File: src/rtl/irq_seq_pkg.sv
package irq_seq_pkg;
  localparam int NSRC = 6;
  // priority index: lower index wins
  localparam int S_EXC  = 0;
  localparam int S_STEP = 1;
  localparam int S_NMI  = 2;
  localparam int S_SEG  = 3;
  localparam int S_INTR = 4;
  localparam int S_SWI  = 5;
  localparam int VEC_STEP = 1;
  localparam int VEC_NMI  = 2;
endpackage

File: src/rtl/irq_rst_sync.sv
module irq_rst_sync #(
  parameter int STAGES = 2
) (
  input  logic clk,
  input  logic arst_n,
  output logic srst_n
);
  logic [STAGES-1:0] sync_q;

  always_ff @(posedge clk or negedge arst_n) begin
    if (!arst_n) sync_q <= '0;
    else         sync_q <= {sync_q[STAGES-2:0], 1'b1};
  end

  assign srst_n = sync_q[STAGES-1];
endmodule

File: src/rtl/irq_pick.sv
module irq_pick #(
  parameter int N = 6
) (
  input  logic [N-1:0] req,
  output logic [N-1:0] grant,
  output logic         any
);
  logic [N:0] seen;
  assign seen[0] = 1'b0;

  for (genvar i = 0; i < N; i++) begin : g_chain
    assign grant[i]  = req[i] & ~seen[i];
    assign seen[i+1] = seen[i] | req[i];
  end

  assign any = seen[N];
endmodule

File: src/rtl/irq_nmi_edge.sv
module irq_nmi_edge (
  input  logic clk,
  input  logic rst_n,
  input  logic nmi_in,
  input  logic taken,
  output logic pend
);
  logic lvl_q, pend_q;
  logic lvl_d, pend_d;
  logic rise;

  assign rise = nmi_in & ~lvl_q;

  always_comb begin
    lvl_d  = nmi_in;
    pend_d = (pend_q & ~taken) | rise;
  end

  always_ff @(posedge clk or negedge rst_n) begin
    if (!rst_n) begin
      lvl_q  <= 1'b0;
      pend_q <= 1'b0;
    end else begin
      lvl_q  <= lvl_d;
      pend_q <= pend_d;
    end
  end

  assign pend = pend_q;

  // a latched request survives until it is taken
  p_nmi_held_r8: assert property (@(posedge clk) disable iff (!rst_n)
    (pend_q && !taken) |=> pend_q);
endmodule

File: src/rtl/irq_sequencer.sv
module irq_sequencer
  import irq_seq_pkg::*;
#(
  parameter int          VW      = 8,
  parameter logic [VW-1:0] SEG_VEC = VW'(9)
) (
  input  logic          clk,
  input  logic          rst_n,
  input  logic          insn_done,
  input  logic          tf,
  input  logic          ief,
  input  logic          exc_req,
  input  logic [VW-1:0] exc_vec,
  input  logic          nmi,
  input  logic          segovr_req,
  input  logic          intr,
  input  logic [VW-1:0] intr_vec,
  input  logic          swi_req,
  input  logic [VW-1:0] swi_vec,
  output logic          take_irq,
  output logic [VW-1:0] irq_vec,
  output logic          push_req,
  output logic          clr_tf,
  output logic          clr_if
);
  logic srst_n;

  irq_rst_sync #(.STAGES(2)) u_rst (
    .clk    (clk),
    .arst_n (rst_n),
    .srst_n (srst_n)
  );

  // sequencing state
  logic            win_q, win_d;        // boundary window open
  logic            chain_q, chain_d;    // a take already happened in window
  logic            tfs_q, tfs_d;        // trace flag seen at previous boundary
  logic [NSRC-1:0] snap_q, snap_d;      // captured boundary requests
  logic [VW-1:0]   excv_q, excv_d;
  logic [VW-1:0]   intv_q, intv_d;
  logic [VW-1:0]   swiv_q, swiv_d;
  logic            take_q, take_d;
  logic [VW-1:0]   vec_q, vec_d;

  logic            boundary;
  logic            st_en;
  logic            nmi_pend;
  logic [NSRC-1:0] req, grant;
  logic            any;
  logic [VW-1:0]   src_vec [NSRC];
  logic [VW-1:0]   sel_vec;

  assign boundary = insn_done & ~win_q;
  assign st_en    = boundary | win_q;

  irq_nmi_edge u_nmi (
    .clk    (clk),
    .rst_n  (srst_n),
    .nmi_in (nmi),
    .taken  (grant[S_NMI]),
    .pend   (nmi_pend)
  );

  always_comb begin
    req         = snap_q;
    req[S_NMI]  = win_q & nmi_pend;
    req[S_INTR] = snap_q[S_INTR] & ~chain_q;
  end

  irq_pick #(.N(NSRC)) u_pick (
    .req   (req),
    .grant (grant),
    .any   (any)
  );

  always_comb begin
    src_vec[S_EXC]  = excv_q;
    src_vec[S_STEP] = VW'(VEC_STEP);
    src_vec[S_NMI]  = VW'(VEC_NMI);
    src_vec[S_SEG]  = SEG_VEC;
    src_vec[S_INTR] = intv_q;
    src_vec[S_SWI]  = swiv_q;
    sel_vec = '0;
    for (int i = 0; i < NSRC; i++) begin
      if (grant[i]) sel_vec = sel_vec | src_vec[i];
    end
  end

  // next state
  always_comb begin
    win_d   = win_q;
    chain_d = chain_q;
    tfs_d   = tfs_q;
    snap_d  = snap_q;
    excv_d  = excv_q;
    intv_d  = intv_q;
    swiv_d  = swiv_q;
    take_d  = 1'b0;
    vec_d   = vec_q;
    if (boundary) begin
      win_d          = 1'b1;
      chain_d        = 1'b0;
      tfs_d          = tf;
      snap_d         = '0;
      snap_d[S_EXC]  = exc_req;
      snap_d[S_STEP] = tfs_q;
      snap_d[S_SEG]  = segovr_req;
      snap_d[S_INTR] = intr & ief;
      snap_d[S_SWI]  = swi_req;
      excv_d         = exc_vec;
      intv_d         = intr_vec;
      swiv_d         = swi_vec;
    end else if (win_q) begin
      if (any) begin
        take_d  = 1'b1;
        chain_d = 1'b1;
        tfs_d   = 1'b0;
        snap_d  = snap_q & ~grant;
        vec_d   = sel_vec;
      end else begin
        win_d   = 1'b0;
        chain_d = 1'b0;
        snap_d  = '0;
      end
    end
  end

  // registers
  always_ff @(posedge clk or negedge srst_n) begin
    if (!srst_n) begin
      win_q   <= 1'b0;
      chain_q <= 1'b0;
      tfs_q   <= 1'b0;
      snap_q  <= '0;
      excv_q  <= '0;
      intv_q  <= '0;
      swiv_q  <= '0;
    end else if (st_en) begin
      win_q   <= win_d;
      chain_q <= chain_d;
      tfs_q   <= tfs_d;
      snap_q  <= snap_d;
      excv_q  <= excv_d;
      intv_q  <= intv_d;
      swiv_q  <= swiv_d;
    end
  end

  always_ff @(posedge clk or negedge srst_n) begin
    if (!srst_n) begin
      take_q <= 1'b0;
      vec_q  <= '0;
    end else begin
      take_q <= take_d;
      vec_q  <= vec_d;
    end
  end

  assign take_irq = take_q;
  assign irq_vec  = vec_q;
  assign push_req = take_q;
  assign clr_tf   = take_q;
  assign clr_if   = take_q;

  // no trace trap unless trace was seen one boundary earlier
  p_trace_delay_r3: assert property (@(posedge clk) disable iff (!srst_n)
    (boundary && !tfs_q) |=> !snap_q[S_STEP]);

  // masked INTR never enters the capture
  p_intr_masked_r7: assert property (@(posedge clk) disable iff (!srst_n)
    (boundary && !ief) |=> !snap_q[S_INTR]);

  // a granted trace trap carries vector 1
  p_step_vec_r4: assert property (@(posedge clk) disable iff (!srst_n)
    (win_q && grant[S_STEP]) |=> (take_q && vec_q == VW'(VEC_STEP)));

  // a take follows every grant, and none happens outside a window
  p_take_after_grant_r10: assert property (@(posedge clk) disable iff (!srst_n)
    (win_q && any) |=> take_q);

  p_quiet_outside_r10: assert property (@(posedge clk) disable iff (!srst_n)
    !win_q |=> !take_q);

  // INTR is never chosen after the chain has started
  p_chain_intr_r6: assert property (@(posedge clk) disable iff (!srst_n)
    (take_q && win_q) |-> !grant[S_INTR]);
endmodule

File: config.mk
export PLATFORM = sky130hd
export DESIGN_NAME = irq_sequencer
export DESIGN_NICKNAME = d
export VERILOG_FILES = /design/src/rtl/irq_seq_pkg.sv /design/src/rtl/irq_rst_sync.sv /design/src/rtl/irq_pick.sv /design/src/rtl/irq_nmi_edge.sv /design/src/rtl/irq_sequencer.sv
export SDC_FILE = /design/constraint.sdc
export NUM_CORES = 1
export LEC_CHECK = 0
export ABC_AREA = 1
export BUFFER_PORTS_ARGS = -buffer_cell sky130_fd_sc_hd__buf_2
export CELL_PAD_IN_SITES_DETAIL_PLACEMENT = 2
export CELL_PAD_IN_SITES_GLOBAL_PLACEMENT = 2
export CORE_ASPECT_RATIO = 0.7
export CORE_MARGIN = 4
export CORE_UTILIZATION = 33
export DETAILED_ROUTE_END_ITERATION = 6
export PLACE_DENSITY = 0.8
export SLEW_MARGIN = 30
export SYNTH_ARGS = -nofsm -noshare
export SYNTH_HDL_FRONTEND = slang
export SYNTH_SLANG_ARGS = --single-unit
File: constraint.sdc
create_clock -name clk -period 2.4 [get_ports clk]
set_input_delay 0.48 -clock clk [delete_from_list [all_inputs] [get_ports clk]]
set_output_delay 0.48 -clock clk [all_outputs]
set_load 0.02 [all_outputs]
---- After elaboration in Yosys (flattened, before gate mapping) ----
Cells that the tools add are included.
cells by class
  div/mod/pow operators ................... 0
  muxes and demuxes ....................... 18
  magnitude comparators ................... 0
  bitwise logic cells ..................... 32
  multiply operators ...................... 0
  add/sub/neg operators ................... 0
  reduce and logical (&&, ||, !) cells .... 6
  shifts and indexed selects .............. 0
  equal/unequal tests ..................... 0
operators with widths
  kind                 count
  two-way mux 8 bit    3
  two-way mux 6 bit    3
  OR 8 bit             2
  bitwise AND 1 bit    11
  two-way mux 1 bit    10
  inverter 1 bit       10
  OR 1 bit             7
  bitwise AND 6 bit    1
  inverter 6 bit       1
  AND reduction 3 bit  2
  two-way mux 4 bit    1
  AND reduction 2 bit  2
  nonzero test 2 bit   2
  two-way mux 2 bit    1
storage, ports and cells
  register bits ........................... 46
  input bits .............................. 34
  output and inout bits ................... 12
  memory bits (read-only) ................. 0
  latch bits .............................. 0
  logic and storage cells ................. 68
  memory bits (writable) .................. 0
  memories kept ........................... 0

---- Longest topological paths before layout ----
Gate-level depths: netlist of run 1.
  word-level depth ........................ 11
  mapped depth ............................ 9

---- By module ----
Synthesis of run 1 repeated with hierarchy kept, for this count alone.
second synthesis, totals
  cells, all modules ...................... 252
  area, all modules ....................... 1979.4 µm²
modules (own cells, without submodules)
  module         times used  area an instance (µm²)  cells an instance
  irq_sequencer  1           1774.2                  225
  irq_pick       1           82.6                    17
  irq_nmi_edge   1           68.8                    7
  irq_rst_sync   1           53.8                    3

---- Least setup slack after synthesis of run 1 ----
OpenSTA, ideal clock, no wires.
  kind .................................... flip-flop to flip-flop
  start point ............................. reg snap_q[0]
  end point ............................... reg snap_q[4]
  setup slack ............................. 1091 ps
  arrival ................................. 1193 ps
  clock period less this slack ............ 1309 ps
  setup time .............................. 116 ps
  path buffers ............................ 1
  stages on the path, launching flop included .. 10
  cell sequence ........................... dfrtp_1 -> buf_6 -> nor2_8 -> nand3_4 -> nor2_2 -> inv_1 -> nand3_1 -> nand2_1 -> nand2_1 -> nand2_1
between the ends
  word-level cells in the longest chain between the ends .. 10
  elaborated cells on any way between the ends .. 12
  those cells by class .................... 3 x mux; 9 x bitwise
ends and longest elaborated chain
  element                   line                  text
  from (decl)               irq_sequencer.sv:38   logic [NSRC-1:0] snap_q, snap_d;
  from (signal assigned)    irq_sequencer.sv:142  snap_q <= snap_d;
  OR 1 bit * (3 in series)  irq_pick.sv:13        assign seen[i+1] = seen[i] | req[i];
  inverter 1 bit            irq_pick.sv:12        assign grant[i] = req[i] & ~seen[i];
  bitwise AND 1 bit         irq_pick.sv:12
  inverter 6 bit            irq_sequencer.sv:118  snap_d = snap_q & ~grant;
  bitwise AND 6 bit         irq_sequencer.sv:118
  two-way mux 6 bit *       irq_sequencer.sv:114  if (any) begin
  two-way mux 6 bit *       irq_sequencer.sv:113  end else if (win_q) begin
  two-way mux 6 bit *       irq_sequencer.sv:100  if (boundary) begin
Mark *: on every way between the ends. The rest lies on a longest branch, timed or not. The select of a mux whose other input is x is not followed.
A chain may end at the register's enable or synchronous reset.

---- Worst setup path after layout of run 1 ----
Ends and elaborated chain as after synthesis.

==> run metrics, run 1 <==
status=finished clean; synth warn=0; Final Worst Setup Slack=0.790 ns; final net count=about 320; DP Area=2260 sq um; hold slack=0.282 ns; row cnt=23; critical path depth=8; Die Span X=approximately 100 um; Crit. End Element=flip-flop; PortBufs=45; vias=1686; Critical Path RT=2.61 ns; Setup TNS=0 ns; drt wl/cell=15.8 um; startpoint types=flip-flop; RePlAce Congestion=0.708; worst-path cell with the longest stage delay=dfrtp_1; CTS Sinks=45; Detail Route Antenna Nets=0; GRT Overall Usage=around 17%; Mapped Area=roughly 2000 sq um; worst slack, placed=0.786 ns; CP Cell Sequence=nor2_8 -> nand3_4 -> nor2_2 -> inv_1 -> nand3_1 -> nand2_1 -> nand2_1 -> nand2_1; post_cts resized=0; WP buf/inv=1; RSZ-0062 raised after global routing=no; RR Startpoint=snap_q[0]; Power, Total=3.00 mW; Layout area overhead=17.3%; vias per cell=4.71; Overflow after GRT=0; Setup CP Type=flip-flop to flip-flop; DRT iter0 DRCs=67; Final Max Slew Viols=0; worst clock skew=between 0.005 and 0.006 ns; Residual DRC=0; Synth Register Bits=45; Synth top area share=around 56%; Worst VDD drop=roughly 350 uV; Synth cell types=24; H-tree Lvls=2; clock latency on the worst-skew pair=0.32 ns; vias in the first global route=1875; Clk pin slew, worst setup/hold paths=around 0.08 ns; Post-synth EDFFs=0; P_leak=~1.3 nW; Total Wirelength=5.66 mm; pin count of the biggest net entering global routing=44; Mapped Nets=274; Fill cells=~680; post-synthesis sequential area ratio=56.0%; CTS max path bufs=2; Num CTS Buffers=5; final instance area=approximately 2400 sq um; register-to-register setup slack=approximately 0.79 ns; critical path's top delay family=simple AND/OR/NAND/NOR gates; crit-path max FO=9; top-count cell post-synth=nand2_1; Final Hold Fails=0; Max-Cap Viols=0; ant diodes=0; CTS Root Cell=clkbuf_8; Synth area leaders=dfrtp_1 56%, nand2_1 23%, nand3_1 4.2%, inv_1 2.6%, nor2_8 2.0%; Worst slew margin=around 62%; worst flop-to-flop path endpoint=snap_q[4]; Final period util=67.1%; Final setup viols=0; largest area contributor in the netlist=dfrtp_1; pwr/cell area=1270 nW/um^2; minimum clock period=1.61 ns; DP HPWL=4.07 mm; layout cell share with drive strength beyond 1=roughly 23%; die height=73.3 um; io pins=46; Worst-Margin Slew=between 0.5 and 0.6 ns; slowest cell delay on critical path=approximately 0.54 ns; Post-synth top cells=124 x nand2_1, 45 x dfrtp_1, 17 x nand3_1; Synth Area per Inst=8.38 sq um; critical path startpoint=snap_q[0]; r2r worst-path depth=8; Worst path most repeated cell=nand2_1; maximum clock rate=roughly 620 MHz; fraction of registers with async set or reset after synthesis=100%; dominant synthesized flop cell=dfrtp_1; Worst EP arrival=1.82 ns; Synth Instances=240; CP Capture Point=snap_q[4]; core area=5810 sq um; CTS tree=yes; initial antenna violation count=0; Starting Density=34.6%; Hold Path Class=input pin to flip-flop; drt pass-1 iters=4; first-pass GRT wire length=9.38 mm; die area=7430 sq um
==> timing repair <==
action                    CTS  global route
hold endpoints to repair    2             0
setup buffers               0             0
hold buffers                1             0
==> metal layers <==
layer  wire [um]  share of wire, %  track usage, %
met3         278               4.9            5.79
met5           0                 0               0
met4          75               1.3            4.42
met1        2980                53            23.9
met2        2330                41            24.7
==> how the worst min path moves through the flow <==
stage,startpoint,end,slack [ns],cells past startpoint
3_5_place_dp,rst_n,u_rst.sync_q[0],0.27,1
2_1_floorplan,rst_n,u_rst.sync_q[0],0.18,0
5_1_grt,nmi,u_nmi.lvl_q,0.27,1
4_1_cts,nmi,u_nmi.lvl_q,0.27,1
3_3_place_gp,rst_n,u_rst.sync_q[0],0.27,1
6_report,nmi,u_nmi.lvl_q,0.28,1
==> cell usage in the layout, fill, tap and decap left out, types with 2 or more instances in the layout <==
| cell type | netlist | routed |
|---|---|---|
| nand2_1 | 124 | 124 |
| dfrtp_1 | 45 | 44 |
| nand3_1 | 17 | 17 |
| nand2_4 | 2 | 2 |
| clkbuf_8 | 0 | 5 |
| o21ai_0 | 5 | 5 |
| inv_1 | 14 | 14 |
| buf_2 | 3 | 45 |
| clkinv_2 | 0 | 2 |
| buf_4 | 4 | 2 |
| nand3b_1 | 2 | 2 |
| nor2_1 | 5 | 5 |
| nor2_8 | 2 | 2 |
| nor2_2 | 2 | 2 |
==> metrics by stage <==
step                      util [%]  instances
after global routing          40.6        358
after CTS                     40.5        358
after global placement        38.9        349
final                         40.6        358
after floorplan                  -        240
after detailed placement      38.9        349
==> final cells by class <==
| class | count | area [sq um] | share of cell area (%) |
|---|---|---|---|
| inverter | 15 | 56.3 | 2.39 |
| clock inverter | 2 | 10.0 | 0.424 |
| timing repair buffer | 48 | 250 | 10.6 |
| tap | 75 | 93.8 | 3.98 |
| sequential | 45 | 1130 | 47.9 |
| multi-input combinational | 167 | 746 | 31.6 |
| clock buffer | 6 | 72.6 | 3.08 |
==> sequential cells by signal (all words and copies together), names as in the netlist <==
register	flops
u_nmi.pend	1
clr_if	1
u_rst.sync_q	2
swiv_q	8
snap_q	5
win_q	1
intv_q	8
chain_q	1
u_nmi.lvl_q	1
excv_q	8
tfs_q	1
irq_vec	8
==> report_power, final <==
part           leakage [nW]  switching (mW)  internal (mW)
registers             0.564           0.279           1.08
logic                 0.708           0.780          0.385
clock network        0.0450           0.273          0.202
==> cell families after synthesis <==
logic type             Yosys count  share of synthesized area, %
buffers and inverters           28                          6.91
AO/OA/AOI/OAI                   10                          2.92
flip-flops                      45                          56.0
AND/OR/NAND/NOR                156                          34.0
other                            1                         0.187
No activity file was read; power rests on OpenSTA's default activity.
==> inputs of run 2 (changes only) <==
--- a/config.mk
+++ b/config.mk
@@ -11,9 +11,9 @@
 export CELL_PAD_IN_SITES_GLOBAL_PLACEMENT = 2
 export CORE_ASPECT_RATIO = 0.7
 export CORE_MARGIN = 4
-export CORE_UTILIZATION = 33
+export CORE_UTILIZATION = 28
 export DETAILED_ROUTE_END_ITERATION = 6
-export PLACE_DENSITY = 0.8
+export PLACE_DENSITY = 0.72
 export SLEW_MARGIN = 30
 export SYNTH_ARGS = -nofsm -noshare
 export SYNTH_HDL_FRONTEND = slang
==> constraint.sdc (replaced) <==
create_clock -name clk -period 1.31 [get_ports clk]
set_input_delay 0.262 -clock clk [delete_from_list [all_inputs] [get_ports clk]]
set_output_delay 0.262 -clock clk [all_outputs]
set_load 0.02 [all_outputs]
==> run 2 against run 1 <==
Net effect:
- the run now ends with setup timing left
- global-route usage is 1.7 points lower
- core utilization fell by 0.13 points
- sequential share of layout area down 7.1 points
- wire length up 8.6%
- worst setup slack got worse by 0.84 ns
- first-iteration DRC count shrank 37%
- combinational power increased to 2.8 times the previous value
- register-to-register slack lost 0.84 ns
- clock power increased by 100%
- fmax rose by 18%
- worst hold slack worse by 0.21 ns
- clock-buffer cell count up 1
- critical path type unchanged
- largest cell class unchanged
- highest routed layer unchanged
==> run metrics, run 2 (same netlist as run 1, synthesis figures left out) <==
status=complete, but fails checks; failing checks=setup timing; row cnt=25 (+8.7%); RR Startpoint=snap_q[0]; Residual DRC=0 (unchanged); first-pass GRT wire length=10.0 mm (+6.9%); Starting Density=29.4% (-5.2 points); die height=78.9 um (+7.6%); RePlAce Congestion=0.769 (+8.5%); net switching power=2.80 mW (+110%); Die Span X=109 um (+7.9%); vias=1754 (+4.0%); register-to-register setup slack=-0.05 ns (-0.84 ns); Cells on Worst Hold Path=1 (unchanged); die area=8620 sq um (+16%); CTS tree=yes; Worst VDD drop=615 uV (+76%); CTS Root Cell=clkbuf_8; Final Worst Setup Slack=-0.0509 ns (-0.841 ns); pwr/cell area=2390 nW/um^2 (+88%); minimum clock period=1.36 ns (-0.249 ns); Detail Route Antenna Nets=0 (unchanged); Hold Path Class=input pin to flip-flop; global-route met2 utilization=24.5% (-0.20 points); drt wl/cell=15.4 um (-2.8%); Setup TNS=-0.342 ns (-0.342 ns); Logic pwr share=48.4% (+9.6 points); CTS max path bufs=2 (unchanged); Crit. End Element=flip-flop; RSZ-0062 raised after global routing=yes; GRT Overall Usage=15.2% (-1.7 points); Hold Crit Endpoint=u_nmi.lvl_q; min-delay src=nmi; met3 Track Usage GR=3.74% (-2.1 points); PortBufs=45 (unchanged); Critical Path RT=1.55 ns (-1.06 ns); Overflow after GRT=0 (unchanged); Net Sw Frac=42.3% (-2.1 points); H-tree Lvls=2 (unchanged); Layout area overhead=37.8%; layout cell share with drive strength beyond 1=37.9% (+15 points); DP HPWL=4.40 mm (+8.0%); worst slack, placed=-0.103 ns (-0.889 ns); clock latency on the worst-skew pair=0.30 ns (-0.02 ns); Setup CP Type=flip-flop to flip-flop; hold slack=0.0703 ns (-0.212 ns); vias in the first global route=1970 (+5.1%); maximum clock rate=735 MHz (+18%); CTS Sinks=45 (unchanged); initial antenna violation count=0 (unchanged); Total Wirelength=6.15 mm (+8.6%); worst flop-to-flop path endpoint=irq_vec[2]; Reg power frac=36.9% (-8.4 points); Num CTS Buffers=5 (unchanged); ant diodes=0 (unchanged); Worst EP arrival=1.60 ns (-0.22 ns); Max-Cap Viols=0 (unchanged); Power Internal=3.82 mW (+130%); Post-Layout Cell Count=400 (+12%); P_leak=1.51 nW (+14%); startpoint types=flip-flop; DRT iter0 DRCs=42 (-37%); Final Max Slew Viols=0 (unchanged); worst clock skew=0.00677 ns (+0.00136 ns); DP Cell Count=382 (+9.5%); commonest non-fill, non-tap cell in the layout=nand2_1; commonest non-fill, non-tap cells in the layout=114 x nand2_1, 45 x buf_2, 41 x dfrtp_1; drt pass-1 iters=4 (unchanged); io pins=46 (unchanged); Final Hold Fails=0 (unchanged); core area=6850 sq um (+18%); Final period util=104% (+37 points); r2r worst-path depth=8 (unchanged); clock group share of total power=14.6% (-1.2 points); met1 usage=20.6% (-3.3 points); crit-path max FO=8 (-1); Final setup viols=10 (+10); vias per cell=4.39 (-6.9%); pin count of the biggest net entering global routing=44 (unchanged); final net count=339 (+7.3%); global route hottest layer=met2; Clk pin slew, worst setup/hold paths=0.09 ns (about the same)
-- run 2: final cells by class --
cell class                 instances  area, sq um
sequential                        45         1130
timing repair buffer              71          499
tap                               94          118
multi-input combinational        167          860
inverter                          15         61.3
clock inverter                     1         5.00
fill                             778         4080
clock buffer                       7         96.3
-- run 2: worst max-delay path, stage by stage (launching register included) --
cell	delay, ns
dfrtp_2	0.47
nor2_8	0.15
nand3_4	0.11
nor2_8	0.15
nand2_4	0.09
nand2_8	0.10
buf_12	0.12
nand2_2	0.06
nand2_2	0.05
-- run 2: how the worst max path moves through the flow --
stage,from,to,slack [ns],cells past startpoint
CTS,snap_q[1],irq_vec[7],-0.05,8
floorplan,snap_q[0],snap_q[4],0.001,9
detailed placement,snap_q[0],irq_vec[5],-0.10,8
global route,snap_q[0],irq_vec[6],-0.13,8
global placement,win_q,tfs_q,-0.07,6
finish,snap_q[0],irq_vec[2],-0.05,8
-- run 2: repair_timing --
item	CTS	global route
setup endpoints to repair	37	40
endpoints found under the hold margin	2	0
gates resized for setup	18	24
setup buffers	6	3
hold buffers	1	0
pin swaps	3	12
-- run 2: stage by stage --
| stage | power, mW | area, sq um | utilization (%) |
|---|---|---|---|
| finish | 6.63 | 2770 | 40.4 |
| detailed placement | 5.01 | 2420 | 35.3 |
| CTS | 6.42 | 2660 | 38.8 |
| floorplan | 4.02 | 2010 | - |
| global route | 7.17 | 2770 | 40.4 |
| global placement | 4.88 | 2420 | 35.3 |
-- run 2: metal layers --
metal	vias up	part of all wire [%]
met5	-	0
met4	0	0.90
met3	9	5.1
met2	40	47
met1	850	47
li1	855	-
-- run 2: power by group through the flow --
stage	logic (mW)	clock network, mW	registers (mW)
after floorplan	1.61	0	2.41
after global placement	2.48	0	2.40
after detailed placement	2.59	0	2.43
after CTS	3.01	0.989	2.42
after global routing	3.57	1.07	2.53
final	3.21	0.968	2.45
